[config.mk]
export PLATFORM = sky130hd
export DESIGN_NAME = fetch_trap_capture
export DESIGN_NICKNAME = d
export VERILOG_FILES = /design/src/rtl/fetch_trap_capture.sv
export SDC_FILE = /design/constraint.sdc
export NUM_CORES = 1
export LEC_CHECK = 0
export ABC_CLOCK_PERIOD_IN_PS = 3000
export CAP_MARGIN = 20
export CORE_AREA = 2 2 177 179
export CTS_CLUSTER_DIAMETER = 200
export DETAILED_ROUTE_END_ITERATION = 16
export DIE_AREA = 0 0 179 181
export GPL_TIMING_DRIVEN = 0
export PLACE_DENSITY = 0.64
export SYNTH_ARGS = -nofsm -noshare
export SYNTH_HDL_FRONTEND = slang
export SYNTH_SLANG_ARGS = --single-unit
[constraint.sdc]
create_clock -name clk -period 3 [get_ports clk]
set_clock_uncertainty 0.05 [all_clocks]
set_input_delay 0.75 -clock clk [delete_from_list [all_inputs] [get_ports clk]]
set_output_delay 0.75 -clock clk [all_outputs]
set_load 0.02 [all_outputs]
[src/rtl/fetch_trap_capture.sv]
module fetch_trap_capture #(
  parameter int XLEN  = 64,
  parameter int PABITS = 40
) (
  input  logic            clk,
  input  logic            rst_n,
  input  logic            iss_valid,
  input  logic [XLEN-1:0] iss_pc,
  input  logic            is_long,
  input  logic            lo_ok,
  input  logic            hi_ok,
  input  logic            br_taken,
  input  logic [XLEN-1:0] br_target,
  input  logic            br_misal,
  input  logic            wb_req,
  input  logic [XLEN-1:0] mtvec,
  output logic            retire,
  output logic            wb_en,
  output logic            trap,
  output logic            redir_valid,
  output logic [XLEN-1:0] redir_pc,
  output logic [XLEN-1:0] mepc_rd,
  output logic [XLEN-1:0] mtval_rd,
  output logic [XLEN-1:0] mcause_rd
);
  localparam int RW = PABITS + 1;

  function automatic logic [RW-1:0] recode(input logic [XLEN-1:0] a);
    recode = {(a[XLEN-1:PABITS] != '0), a[PABITS-1:0]};
  endfunction

  logic [RW-1:0] mepc_q, mtval_q;
  logic          cause_q;

  wire acc_fault = iss_valid && (!lo_ok || (is_long && !hi_ok));
  wire mis_fault = iss_valid && !acc_fault && br_taken && br_misal;
  wire [XLEN-1:0] fault_addr = !lo_ok ? iss_pc : iss_pc + XLEN'(2);

  assign trap        = acc_fault || mis_fault;
  assign retire      = iss_valid && !trap;
  assign wb_en       = retire && wb_req;
  assign redir_valid = trap || (retire && br_taken);
  assign redir_pc    = trap ? mtvec : br_target;

  always_ff @(posedge clk) begin
    if (!rst_n) begin
      mepc_q  <= '0;
      mtval_q <= '0;
      cause_q <= 1'b0;
    end else if (acc_fault) begin
      mepc_q  <= recode(iss_pc);
      mtval_q <= recode(fault_addr);
      cause_q <= 1'b1;
    end else if (mis_fault) begin
      mepc_q  <= recode(iss_pc);
      mtval_q <= recode(br_target);
      cause_q <= 1'b0;
    end
  end

  assign mepc_rd   = XLEN'(mepc_q);
  assign mtval_rd  = XLEN'(mtval_q);
  assign mcause_rd = XLEN'(cause_q);


  excl_chk: assert property (@(posedge clk) disable iff (!rst_n)
    $onehot0({trap, retire}));

  trap_redir_chk: assert property (@(posedge clk) disable iff (!rst_n)
    trap |-> (redir_valid && redir_pc == mtvec && !wb_en));

  acc_cause_chk: assert property (@(posedge clk) disable iff (!rst_n)
    (iss_valid && !lo_ok) |=> (mcause_rd == XLEN'(1) && mepc_rd == mtval_rd));

  mis_cause_chk: assert property (@(posedge clk) disable iff (!rst_n)
    (iss_valid && lo_ok && (!is_long || hi_ok) && br_taken && br_misal)
      |=> (mcause_rd == '0 && mepc_rd[0] == 1'b0));

  hold_chk: assert property (@(posedge clk) disable iff (!rst_n)
    (retire && $past(rst_n)) |=> ($stable(mepc_rd) && $stable(mtval_rd)));
endmodule

==> reports/qor.yml, run 1 <==
ys_types: 51
drv_cap: 0
fin_crit_sh_pct: 98.41
cts_root_buffer: "clkbuf_16"
vias_per_cell: 4.369
drv_slew: 0
post_drt_wl_per_cell_um: 18.18
hold_class: "reg -> reg"
multi_input_area_um2: 4592
numPortBuffers: 343
firstDrtPassIters: 5
antenna_found_initial: 0
dp_hpwl_mm: 26.81
synth-seq-cells: 83
grt_max_degree: 17
tightest_slew_ns: 1.044
critPathRequiredTime_ns: 2.20
dp_slack_ns: -2.382
grt_pass1_vias: 7865
die-width_um: 179
cts_tree: "yes"
globalplace.congestion: 0.8944
netlist_instances: 954
coreArea_um2: 30350
nNetsFinal: 1644
clockBufferDepth: 2
ys.warnings.count: 0
reg2regPathDepth: 3
fin_hold_ws_ns: 0.4151
yosysSeqAreaShare_pct: 24.79
dieArea_um2: 32400
final_cell_mix: "nand2_1, clkdlybuf4s50_1, buf_4"
critPathKind: "in -> out"
numCtsBuffers: 9
track_usage_pct: 19.99
ant_nets: 0
final_common_cell: "nand2_1"
cp.arrival_ns: 2.15
min_from: "mepc_q[25]"
cts.sinks: 83
n_antenna_cell: 0
finalHoldViolations: 0
fin_crit_ns: 2.952
drive_gt1_share_pct: 22.05
holdBufCountCts: 0
synth_area_um2: 6703
timing.final.ws_setup_ns: 0.04781
seqCellArea_um2: 1662
vias: 8052
startpoint_type: "input port"
start_util_pct: 22.09
drc: 0
status: "complete, no violations"
fillCellCount: 3170
placed_cells: 1801
clk_pin_slew_ns: 0.07
io-pin-count: 461
rows: 64
slew_headroom_pct: 30.40
crit_fanout: 6
drtIter0Drc: 408
power_density_nw_per_um2: 352.9
leakage_nw: 5.825
cp-end-kind: "output pin"
grt_first_pass_wirelength_mm: 47.96
vdd_drop_max_mv: 0.2425
overflow: 0
die_y_um: 181
setup.worst_path.start: "br_taken"
clock.fmax_ghz: 0.3387
insertion_delay_ns: 0.35
syn2layout_area_growth_pct: 77.92
cts_max_level: 3
setup_viol: 0
r2r-start: "mtval_q[32]"
avgSynthCellArea_um2: 7.026
final_cells: 1843
drt-total-wl_mm: 33.51
min_path_cells: 2
-- path summary, 6_finish.rpt --
path                       end  slack, ns
setup / recovery  redir_pc[53]       0.05
hold / removal      mepc_q[25]       0.42
setup reg to reg   mtval_q[32]       2.10
hold reg to reg     mepc_q[25]       0.42
-- worst max-delay path: stages --
cell and delay (ns):
clkdlybuf4s15_1 0.21, nand3_4 0.10, and2_4 0.28, inv_8 0.06
buf_12 0.14, buf_12 0.15, clkbuf_16 0.15, nand2_1 0.07
nand2_2 0.07, buf_6 0.13
-- sequential cells by signal, indices dropped and copies added, names as in the netlist --
name / flops
cause_q: 1
mtval_q: 41
mepc_q: 41
-- cell usage after synthesis (all sizes together) --
library cell	instances	area (um2)
a211o	2	20.02
a211oi	1	7.510
a21boi	41	307.8
a21oi	2	10.01
a22o	1	8.760
a22oi	1	7.510
a31o	1	8.760
a41oi	1	8.760
and2	9	57.56
and3	19	120.1
and4	15	137.6
buf	119	874.6
clkbuf	44	175.2
conb	1	3.750
dfxtp	83	1662
ha	1	12.51
inv	7	26.27
mux2	1	11.26
mux2i	40	400.4
nand2	347	1305
nand3	27	135.1
nand4	41	262.8
nor2	17	63.81
nor3	12	76.33
nor4	19	125.1
o211a	27	270.3
o211ai	2	15.01
o21a	2	15.01
o21ai	10	50.05
o21bai	1	7.510
o311a	2	20.02
o311ai	1	8.760
or2	1	6.260
or3	3	18.77
or3b	1	8.760
or4	4	33.78
xnor2	30	262.8
xor2	18	157.7
-- what timing repair did --
item,CTS,global route
pin swaps,26,12
gates resized for setup,436,53
cloned,4,0
endpoints found under the setup margin,119,50
setup buffers,21,3
-- report_power, final --
group	total (mW)	switching, mW	internal (mW)
registers	1.23	0.0439	1.18
clock network	1.20	0.546	0.659
logic	1.77	0.949	0.826
total	4.21	1.54	2.67
-- through the flow --
stage | util [%] | cell area (um2) | TNS (ns) | power (mW)
detailed placement | 36.37 | 11040 | -181.57 | 2.960
floorplan | - | 7111 | -1.024 | 2.100
global placement | 36.37 | 11040 | -176.97 | 2.952
global route | 39.29 | 11930 | -0.001465 | 4.424
CTS | 39.23 | 11910 | 0 | 4.254
finish | 39.29 | 11930 | 0 | 4.208
-- logic make-up (layout without fill, tap and decap cells) --
group	Yosys count	count (layout)	synth area share, %
xor+xnor	48	48	6.272
buf+inv	170	555	16.05
other cells	1	109	0.05595
flops	83	83	24.79
fa+ha+maj	1	1	0.1866
mux	41	41	6.141
compound gates	95	95	11.42
simple gates	515	515	35.08
-- final cells by class --
type                    instances  area share (%)
plain buffers                 161           10.25
clock buffers                   9           1.889
clock inverters                 7          0.6715
inverters                       7          0.2833
multi-input cells             809           38.51
flip-flops and latches         83           13.93
well taps                     396           4.155
repair buffers                371           30.31
-- routing by layer --
layer,up-vias,global-route usage (%),routed length (um)
met2,346,34.80,16130
li1,4000,-,-
met5,-,0,0
met4,0,7.089,942
met1,3656,24.32,13960
met3,50,3.704,2471
(Power assumes the default switching activity.)
==> run 2: changes to the inputs <==
--- a/config.mk
+++ b/config.mk
@@ -5,10 +5,10 @@
 export SDC_FILE = /design/constraint.sdc
 export NUM_CORES = 1
 export LEC_CHECK = 0
-export ABC_CLOCK_PERIOD_IN_PS = 3000
+export ABC_CLOCK_PERIOD_IN_PS = 3470
 export CAP_MARGIN = 20
 export CORE_AREA = 2 2 177 179
-export CTS_CLUSTER_DIAMETER = 200
+export CTS_CLUSTER_DIAMETER = 150
 export DETAILED_ROUTE_END_ITERATION = 16
 export DIE_AREA = 0 0 179 181
 export GPL_TIMING_DRIVEN = 0
==> constraint.sdc (replaced) <==
create_clock -name clk -period 3.47 [get_ports clk]
set_clock_uncertainty 0.05 [all_clocks]
set_input_delay 0.8675 -clock clk [delete_from_list [all_inputs] [get_ports clk]]
set_output_delay 0.8675 -clock clk [all_outputs]
set_load 0.02 [all_outputs]
==> reports/qor.yml, run 2 (synthesis results as in run 1) <==
fin_area_um2: 11650  # -2.3%
min_path_cells: 2  # unchanged
path_delay_family: "simple AND/OR/NAND/NOR gates"
clockBufferDepth: 2  # unchanged
grt_max_degree: 15  # -2
globalplace.congestion: 0.8487  # -5.1%
die-width_um: 179  # unchanged
crit_top_cell: "nand4_1"
die_y_um: 181  # unchanged
route.top_layer_used: "met4"
post_drt_wl_per_cell_um: 18.30  # +0.64%
power_density_nw_per_um2: 317.2  # -10%
crit_fanout: 5  # -1
r2r-end: "mtval_q[31]"
max_stage_delay_ns: 0.61  # +0.33 ns
path_cells: "clkdlybuf4s50_1 > nand4_1 > or4_4 > nor4_2 > xor2_1 > nor3_1 > nand4_1 > nor4_4 > a21oi_1"
finalHoldViolations: 0  # unchanged
rsz0062_at_grt: "yes"
critPathRequiredTime_ns: 3.65  # +1.45 ns
cts_root_buffer: "clkbuf_16"
leakage_nw: 5.684  # -2.4%
numPortBuffers: 343  # unchanged
seq_power_share_pct: 28.7  # -0.5 points
antenna_found_initial: 1  # +1
ant_nets: 0  # unchanged
status: "complete, no violations"
power.total_mw: 3.695  # -12%
grt_first_pass_wirelength_mm: 48.11  # +0.32%
drtIter0Drc: 428  # +4.9%
timing.final.ws_setup_ns: 0.07442  # +0.02660 ns
startpoint_type: "input port"
critPathKind: "in -> reg"
cts.sinks: 83  # unchanged
largest_registers: "mepc_q: 41 flops, mtval_q: 41 flops, cause_q: 1 flops"
fin_crit_sh_pct: 97.86
drv_cap: 0  # unchanged
grt_pass1_vias: 7662  # -2.6%
whs_endpoint: "mepc_q[29]"
cp-end-kind: "flop"
internal_power_mw: 2.413  # -9.6%
final_cell_mix: "nand2_1, clkdlybuf4s50_1, buf_4"
dieArea_um2: 32400  # unchanged
fin_crit_ns: 3.396
switching_share_pct: 34.68  # -1.9 points
drt-total-wl_mm: 33.63  # +0.37%
hold_class: "reg -> reg"
track_usage_pct: 20.01  # about the same
fin_hold_ws_ns: 0.4130  # -0.002185 ns
coreArea_um2: 30350  # unchanged
insertion_delay_ns: 0.34  # about the same
path_buf_inv: 1  # -5
syn2layout_area_growth_pct: 73.75
switchingPower_mw: 1.281  # -17%
route.met3.wl_mm: 2.467  # -0.16%
vias_per_cell: 4.358  # -0.25%
nNetsFinal: 1638  # -0.36%
fillCellCount: 3199  # +0.91%
clock.fmax_ghz: 0.2945
final_common_cell: "nand2_1"
drv_slew: 0  # unchanged
start_util_pct: 22.09  # unchanged
min_from: "mepc_q[29]"
setup_viol: 0  # unchanged
vias: 8010  # -0.52%
drive_gt1_share_pct: 17.70  # -4.3 points
overflow: 0  # unchanged
vdd_drop_max_mv: 0.2541  # +4.8%
r2r-start: "mtval_q[31]"
dp_hpwl_mm: 27.36  # +2.1%
tightest_slew_ns: 0.9679  # -0.07614 ns
rrSetupSlack_ns: 2.57  # +0.47 ns
wl_met2_mm: 16.61  # +3.0%
wl_met1_mm: 14.08  # +0.85%
numCtsBuffers: 9  # unchanged
holdBufCountCts: 0  # unchanged
power.share.combinational_pct: 40.3  # -1.9 points
io-pin-count: 461  # unchanged
firstDrtPassIters: 6  # +1
placed_cell_area_um2: 11050  # +0.11%
slew_headroom_pct: 35.47  # +5.1 points
fin_util_pct: 38.37  # -0.92 points
cts_max_level: 3  # unchanged
reg2regPathDepth: 3  # unchanged
cts_tree: "yes"
slowest_stage: "or4_4"
drc: 0  # unchanged
clk_pin_slew_ns: 0.07  # about the same
cp.arrival_ns: 3.58  # +1.43 ns
rows: 64  # unchanged
clockPowerShare_pct: 31.0  # +2.4 points
dp_slack_ns: -2.011  # +0.3703 ns
run 2: cell types whose count changed in the layout (fill, tap and decap cells not counted), moves of 5 or more:
cell and delta:
buf_2 +24, buf_4 -7, buf_6 -7, clkbuf_2 -12, clkdlybuf4s15_2 -27, clkdlybuf4s50_1 +36
dlygate4sd2_1 -8, nand2_1 +19, nand2_2 -14, nand2_4 -5
run 2: cell type report:
cell class | instances | area [um2] | share of cell area (%)
well taps | 396 | 495.5 | 4.254
plain buffers | 161 | 1231 | 10.57
multi-input cells | 809 | 4452 | 38.23
inverters | 7 | 38.79 | 0.3330
flip-flops and latches | 83 | 1662 | 14.27
clock inverters | 6 | 113.9 | 0.9776
diodes | 1 | 2.502 | 0.02149
repair buffers | 365 | 3422 | 29.38
clock buffers | 10 | 229.0 | 1.966
run 2: power groups by stage:
stage / Combinational (mW) / Sequential, mW / Clock, mW
after floorplan: 0.650 / 1.17 / 0
after detailed placement: 1.48 / 1.08 / 0
after global placement: 1.47 / 1.08 / 0
final: 1.49 / 1.06 / 1.14
after global routing: 1.60 / 1.07 / 1.22
after CTS: 1.49 / 1.06 / 1.18
run 2: per-layer routing:
metal  GRT usage, %  vias to the layer above
met3          3.388                       29
met5              0                        -
met2          35.57                      333
met4          4.325                        0
met1          25.02                     3665
li1               -                     3983
run 2: what timing repair did:
item                                   CTS  global route
resized for setup                      329            21
buffers inserted                        19             0
gates cloned                             1             1
pin swaps                               12             5
endpoints found under the hold margin    0             0
setup endpoints to repair               75            67
run 2: how the worst max path moves through the flow:
stage | from | endpoint | slack, ns | cells past startpoint
6_report | iss_pc[5] | mtval_q[40] | 0.07 | 9
5_1_grt | iss_pc[7] | mtval_q[40] | -0.05 | 9
2_1_floorplan | lo_ok | redir_pc[13] | 0.19 | 9
3_3_place_gp | iss_valid | redir_pc[36] | -1.98 | 9
3_5_place_dp | iss_valid | redir_pc[36] | -2.01 | 9
4_1_cts | is_long | redir_pc[55] | -0.04 | 11
run 2: worst register-to-register path, delay by kind of cell (launching register included):
family,cells,cell delay (ns)
simple gates,2,0.27
mux,1,0.16
flops,1,0.31
run 2: per-stage QoR:
stage / instances / TNS, ns
finish: 1838 / 0
detailed placement: 1802 / -124.53
global placement: 1801 / -120.91
floorplan: 1062 / 0
CTS: 1836 / -0.08919
global route: 1838 / -0.05402
